`config.mk`:
```
export PLATFORM = sky130hd
export DESIGN_NAME = b2s_sram
export DESIGN_NICKNAME = d
export VERILOG_FILES = /design/src/rtl/b2s_pkg.sv /design/src/rtl/b2s_cmd_decode.sv /design/src/rtl/b2s_write_steer.sv /design/src/rtl/b2s_bank.sv /design/src/rtl/b2s_read_pipe.sv /design/src/rtl/b2s_sram.sv
export SDC_FILE = /design/constraint.sdc
export NUM_CORES = 2
export LEC_CHECK = 0
export BUFFER_PORTS_ARGS = -buffer_cell sky130_fd_sc_hd__buf_2
export CAP_MARGIN = 10
export CORE_ASPECT_RATIO = 1.75
export CORE_MARGIN = 2
export CORE_UTILIZATION = 45
export CTS_CLUSTER_SIZE = 30
export DETAILED_ROUTE_END_ITERATION = 10
export SYNTH_ARGS = -nofsm -noshare
export SYNTH_HDL_FRONTEND = slang
export SYNTH_HIERARCHICAL = 1
export SYNTH_SLANG_ARGS = --single-unit
```
`constraint.sdc`:
```
create_clock -name clk -period 7.75 [get_ports clk]
set_clock_uncertainty 0.2 [all_clocks]
set_input_delay 0.775 -clock clk [delete_from_list [all_inputs] [get_ports clk]]
set_output_delay 0.775 -clock clk [all_outputs]
set_load 0.01 [all_outputs]
```
`src/rtl/b2s_pkg.sv`:
```
package b2s_pkg;

  typedef enum logic [1:0] {
    OP_NONE  = 2'd0,
    OP_READ  = 2'd1,
    OP_WRITE = 2'd2
  } op_e;

  // Which bank (0 = even, 1 = odd) a beat lands in, given the burst base
  // address bit 0 and whether the beat is the falling-clock one.
  function automatic logic beat_bank(input logic base_lsb, input logic is_beat_b);
    return base_lsb ^ is_beat_b;
  endfunction

  // Low bit position of a byte lane.
  function automatic int lane_lo(input int lane, input int lane_w);
    return lane * lane_w;
  endfunction

endpackage

```
`src/rtl/b2s_cmd_decode.sv`:
```
module b2s_cmd_decode
  import b2s_pkg::*;
#(
  parameter int ADDR_W = 6
) (
  input  logic              clk,
  input  logic              rst_n,
  input  logic              sel_n,
  input  logic              rd_wr,
  input  logic [ADDR_W-1:0] addr,
  output op_e               op,
  output logic [ADDR_W-1:0] op_addr
);

  always_ff @(posedge clk) begin
    if (!rst_n) begin
      op      <= OP_NONE;
      op_addr <= '0;
    end else begin
      if (sel_n)      op <= OP_NONE;
      else if (rd_wr) op <= OP_READ;
      else            op <= OP_WRITE;
      op_addr <= addr;
    end
  end

  // a deselected edge leaves no command in flight
  a_r1_idle_when_deselected: assert property (@(posedge clk) disable iff (!rst_n)
    $past(sel_n) |-> (op == OP_NONE));

  // a read command comes only from a high direction input
  a_r2_read_direction: assert property (@(posedge clk) disable iff (!rst_n)
    (op == OP_READ) |-> $past(rd_wr));

endmodule

```
`src/rtl/b2s_write_steer.sv`:
```
module b2s_write_steer
  import b2s_pkg::*;
#(
  parameter int LANES  = 4,
  parameter int LANE_W = 9,
  localparam int DW    = LANES * LANE_W
) (
  input  logic                    wr_go,
  input  logic                    base_lsb,
  input  logic [DW-1:0]           wd_a,
  input  logic [DW-1:0]           wd_b,
  input  logic [LANES-1:0]        en_a,
  input  logic [LANES-1:0]        en_b,
  output logic [1:0]              bank_we,
  output logic [1:0][DW-1:0]      bank_wd,
  output logic [1:0][LANES-1:0]   bank_en
);

  for (genvar b = 0; b < 2; b++) begin : g_bank
    logic takes_a;
    assign takes_a    = (beat_bank(base_lsb, 1'b0) == b[0]);
    assign bank_we[b] = wr_go;
    assign bank_wd[b] = takes_a ? wd_a : wd_b;
    assign bank_en[b] = takes_a ? en_a : en_b;
  end

endmodule

```
`src/rtl/b2s_bank.sv`:
```
module b2s_bank
  import b2s_pkg::*;
#(
  parameter int IDX_W  = 5,
  parameter int LANES  = 4,
  parameter int LANE_W = 9,
  localparam int DW    = LANES * LANE_W,
  localparam int DEPTH = 1 << IDX_W
) (
  input  logic              clk,
  input  logic              we,
  input  logic [LANES-1:0]  wlane,
  input  logic [IDX_W-1:0]  widx,
  input  logic [DW-1:0]     wdata,
  input  logic              re,
  input  logic [IDX_W-1:0]  ridx,
  output logic [DW-1:0]     rdata
);

  for (genvar l = 0; l < LANES; l++) begin : g_lane
    localparam int LO = lane_lo(l, LANE_W);
    logic [LANE_W-1:0] mem [DEPTH];
    logic [LANE_W-1:0] rd_lane;

    always_ff @(posedge clk) begin
      if (we && wlane[l]) mem[widx] <= wdata[LO +: LANE_W];
      if (re)             rd_lane   <= mem[ridx];
    end

    assign rdata[LO +: LANE_W] = rd_lane;
  end

endmodule

```
`src/rtl/b2s_read_pipe.sv`:
```
module b2s_read_pipe
  import b2s_pkg::*;
#(
  parameter int DW = 36
) (
  input  logic                clk,
  input  logic                rst_n,
  input  logic                rd_go,
  input  logic                base_lsb,
  input  logic [1:0][DW-1:0]  bank_rd,
  output logic [DW-1:0]       q_a,
  output logic [DW-1:0]       q_b,
  output logic                oe,
  output logic                strobe_a,
  output logic                strobe_b
);

  logic fetch_v;
  logic fetch_lsb;

  always_ff @(posedge clk) begin
    if (!rst_n) begin
      fetch_v   <= 1'b0;
      fetch_lsb <= 1'b0;
    end else begin
      fetch_v   <= rd_go;
      fetch_lsb <= base_lsb;
    end
  end

  always_ff @(posedge clk) begin
    if (!rst_n) begin
      oe       <= 1'b0;
      strobe_a <= 1'b0;
      strobe_b <= 1'b0;
      q_a      <= '0;
      q_b      <= '0;
    end else begin
      oe       <= fetch_v;
      strobe_a <= fetch_v;
      strobe_b <= fetch_v;
      q_a      <= fetch_v ? bank_rd[beat_bank(fetch_lsb, 1'b0)] : '0;
      q_b      <= fetch_v ? bank_rd[beat_bank(fetch_lsb, 1'b1)] : '0;
    end
  end

  // read data appears two edges after the command register holds a read
  a_r4_read_latency: assert property (@(posedge clk) disable iff (!rst_n)
    rd_go |-> ##2 oe);

  // the bus is driven only for a read issued two edges earlier
  a_r7_oe_origin: assert property (@(posedge clk) disable iff (!rst_n)
    oe |-> $past(rd_go, 2));

  // echo strobes rise only together with driven data
  a_r9_strobe_with_data: assert property (@(posedge clk) disable iff (!rst_n)
    (strobe_a || strobe_b) |-> $past(rd_go, 2));

endmodule

```
`src/rtl/b2s_sram.sv`:
```
module b2s_sram
  import b2s_pkg::*;
#(
  parameter int ADDR_W = 6,
  parameter int LANES  = 4,
  parameter int LANE_W = 9,
  localparam int DW    = LANES * LANE_W,
  localparam int IDX_W = ADDR_W - 1
) (
  input  logic              clk,
  input  logic              rst_n,
  input  logic              sel_n,
  input  logic              rd_wr,
  input  logic [ADDR_W-1:0] addr,
  input  logic [DW-1:0]     wd_a,
  input  logic [DW-1:0]     wd_b,
  input  logic [LANES-1:0]  lane_en_a,
  input  logic [LANES-1:0]  lane_en_b,
  output logic [DW-1:0]     rq_a,
  output logic [DW-1:0]     rq_b,
  output logic              rq_oe,
  output logic              strobe_a,
  output logic              strobe_b
);

  op_e               op;
  logic [ADDR_W-1:0] op_addr;
  logic              rd_go;
  logic              wr_go;
  logic [IDX_W-1:0]  pair_idx;

  logic [1:0]            bank_we;
  logic [1:0][DW-1:0]    bank_wd;
  logic [1:0][LANES-1:0] bank_en;
  logic [1:0][DW-1:0]    bank_rd;

  b2s_cmd_decode #(.ADDR_W(ADDR_W)) u_dec (
    .clk(clk), .rst_n(rst_n), .sel_n(sel_n), .rd_wr(rd_wr), .addr(addr),
    .op(op), .op_addr(op_addr)
  );

  assign rd_go    = (op == OP_READ);
  assign wr_go    = (op == OP_WRITE);
  assign pair_idx = op_addr[ADDR_W-1:1];

  b2s_write_steer #(.LANES(LANES), .LANE_W(LANE_W)) u_steer (
    .wr_go(wr_go), .base_lsb(op_addr[0]),
    .wd_a(wd_a), .wd_b(wd_b), .en_a(lane_en_a), .en_b(lane_en_b),
    .bank_we(bank_we), .bank_wd(bank_wd), .bank_en(bank_en)
  );

  for (genvar b = 0; b < 2; b++) begin : g_bank
    b2s_bank #(.IDX_W(IDX_W), .LANES(LANES), .LANE_W(LANE_W)) u_bank (
      .clk(clk), .we(bank_we[b]), .wlane(bank_en[b]), .widx(pair_idx),
      .wdata(bank_wd[b]), .re(rd_go), .ridx(pair_idx), .rdata(bank_rd[b])
    );
  end

  b2s_read_pipe #(.DW(DW)) u_rpipe (
    .clk(clk), .rst_n(rst_n), .rd_go(rd_go), .base_lsb(op_addr[0]),
    .bank_rd(bank_rd), .q_a(rq_a), .q_b(rq_b), .oe(rq_oe),
    .strobe_a(strobe_a), .strobe_b(strobe_b)
  );

  // memory is written only in the cycle after an accepted write command
  a_r8_write_origin: assert property (@(posedge clk) disable iff (!rst_n)
    (|bank_we) |-> $past(!sel_n && !rd_wr));

  // a read and a write never overlap in the command stage
  a_r2_no_overlap: assert property (@(posedge clk) disable iff (!rst_n)
    !(rd_go && (|bank_we)));

endmodule

```
==> results.yml <==
critical_path:
  crit_fanout: 116
  arrival_ns: 4.59
  worstSetupStartpointType: "flip-flop"
  cp_data_required_time_ns: 7.99
  regToRegStartpoint: "u_dec/op_addr[1]"
  endpoint_kind: "flip-flop"
  startpoint: "u_dec/op_addr[1]"
  reg2reg_depth: 4
  rrSetupSlack_ns: 3.40
  crit_type: "flip-flop to flip-flop"
  r2r_end: "g_bank[1].u_bank/g_lane[0].mem[13][4]"
floorplanning:
  die_x_um: 355
  die-area_mm2: 0.220
  die_h_um: 619
  floorplan.rows: 225
  pin_count: 165
  start_util_pct: 45.3
  core_area_mm2: 0.215
power:
  p_leak_uw: 0.0346
  vdd_drop_max_uv: 207
  powerDensity_mw_per_mm2: 255
  power_uw: 27400
detailed_routing:
  drc: 0
  routed_wl_mm: 264
  vias: 51100
  wl_per_cell_um: 29.9
  firstDrtPassIters: 7
  via_per_inst: 5.78
  drt_iter0_drc: 4971
  ant_nets: 0
sta:
  fin_setup_tns_ns: 0
  slew_violations: 0
  rsz0062_at_grt: "no"
  slew_headroom_pct: 16.2
  fin_crit_sh_pct: 56.1
  tightest_slew_ns: 1.25
  maxClockFrequency_mhz: 230
  min_period_ns: 4.35
  hold_viol_final: 0
  finalSetupViolCount: 0
global_routing:
  grt_start_max_net_pins: 145
  grt_pass1_vias: 51200
  grt_usage_pct: 23.6
  antenna_found_initial: 6
  grt-ovfl-total: 0
  grt_first_pass_wirelength_mm: 371
synth:
  synth.yosys.seq_area_share_pct: 75.1
  yosys.area.top_type: "edfxtp_1"
  synth_top_cells_by_area: "edfxtp_1 (73%), mux2i_1 (13%), dfxtp_1 (1.7%), a22oi_1 (1.7%), a22o_1 (1.3%)"
  synth-seq-cells: 2459
  syn-num-nets: 5803
  async_flop_share_pct: 0
  yosysTopAreaCellShare_pct: 73.4
  ys.flop_type: "edfxtp_1"
  synth_enable_flop_cells: 2376
  syn-cell-area_mm2: 0.0972
  yosys_warnings: 6
  ys_types: 32
  syn_area_per_cell_um2: 17.0
  syn_inst: 5713
worst_hold_path:
  whs_path_depth: 2
  hp-class: "input port to flip-flop"
  min_to: "u_rpipe/fetch_lsb"
  min_from: "rst_n"
finish:
  area_growth_pct: 10.5
  fin_nets: 5918
  drive_gt1_share_pct: 11.0
clocking:
  cts.sinks: 2459
  cts.clk_slew.worst_paths_ns: 0.06
  clkLatencyLatePin_ns: 0.89
  htree_levels: 4
  post_cts_buffers: 0
  cts_tree: "yes"
  numCtsBuffers: 219
  cts-root-buf: "clkbuf_16"
  cts_buffer_depth: 4
place:
  gp_congestion: 0.827
  place_hpwl_mm: 171
  io_buffers: 164
outcome:
  status: "finished, final reports clean"
run:
  max_cap_violations: 0
where the power goes:
part	switching (µW)	internal [µW]
logic	1100	441
clock network	4790	6290
registers	52.2	14700
cell usage in the layout (no fill, tap or decap), types with 29 or more instances in the layout:
cell and count:
bufinv_16 29, mux2i_1 1224, nor3_1 74, a22oi_1 216, buf_2 164, edfxtp_1 2376, a21oi_1 216, clkbuf_1 35
nor2_1 325, clkinv_2 32, nand3_1 216, clkbuf_16 222, nand2_1 287, dfxtp_1 80, buf_4 46, a22o_1 144
mux2_4 80, clkinv_1 43, a31oi_1 72
area by class of cell:
type | instances | area, µm²
Multi-Input combinational cell | 2911 | 22100
Timing Repair Buffer | 236 | 1570
Inverter | 1 | 3.75
Sequential cell | 2459 | 73000
Clock buffer | 266 | 5810
Tap cell | 2837 | 3550
Fill cell | 17600 | 107000
Clock inverter | 130 | 1400
Antenna cell | 6 | 15.0
worst max-delay path by stage:
stage / to
6_report: g_bank[1].u_bank/g_lane[0].mem[13][4]
5_1_grt: g_bank[1].u_bank/g_lane[0].mem[13][4]
4_1_cts: g_bank[1].u_bank/g_lane[0].mem[13][4]
3_5_place_dp: g_bank[1].u_bank/g_lane[3].mem[9][5]
3_3_place_gp: g_bank[0].u_bank/g_lane[1].mem[24][0]
2_1_floorplan: g_bank[0].u_bank/g_lane[0].rd_lane[0]
critical path, stage by stage (launching register included):
cell and delay [ns]:
dfxtp_4 0.72, buf_12 0.55, nor2b_1 0.53, nand2_1 0.72
nor2_1 0.96
repair_timing:
item | 4_1_cts | 5_1_grt
hold buffers | 9 | 0
resized for setup | 0 | 0
endpoints found under the hold margin | 8 | 0
state kept, by name (all words and copies together) (netlist names):
| register | cells |
|---|---|
| g_bank.u_bank/g_lane.mem | 2304 |
| g_bank.u_bank/g_lane.rd_lane | 72 |
| u_dec/op | 2 |
| u_dec/op_addr | 6 |
| u_rpipe/fetch_lsb | 1 |
| u_rpipe/fetch_v | 1 |
| u_rpipe/q_a | 36 |
| u_rpipe/q_b | 36 |
| u_rpipe/strobe_b | 1 |
cells in the mapped netlist (all sizes together), types with 9 or more instances:
library cell / instances
clkbuf: 82
buf: 260
a21oi: 216
nor2b: 9
and2: 12
dfxtp: 83
edfxtp: 2376
nor2: 334
a22o: 144
nand3: 216
mux2i: 1224
nand2: 293
a22oi: 216
nor3: 74
mux2: 80
a31oi: 72
stage by stage:
step	hold WS, ns	util [%]	instances	instance area (µm²)	setup WS, ns
5_1_grt	0.187	50.0	8841	107000	3.37
2_1_floorplan	0.257	-	5713	97200	3.50
3_5_place_dp	0.318	46.6	8433	100000	3.59
4_1_cts	0.133	50.0	8838	107000	3.56
6_report	0.201	50.0	8846	107000	3.40
3_3_place_gp	0.304	46.6	8428	100000	3.26
kinds of logic (layout without fill, tap and decap cells):
logic type | Yosys count | in the layout | share of synthesized area [%]
DFF | 2459 | 2459 | 75.1
muxes | 1304 | 1304 | 13.8
and+or+nand+nor | 959 | 959 | 4.23
AOI/OAI and AO/OA | 648 | 648 | 4.54
buffers and inverters | 343 | 633 | 2.31
other | 0 | 6 | 0
per-layer routing:
metal	vias to the layer above	global-route usage, %	share of wire (%)
met5	-	0	0.0049
met4	2	13.7	6.5
met3	530	2.84	5.2
met2	1788	41.5	51
met1	26400	27.8	37
li1	22500	-	-
Power figures use the tool's default switching activity.
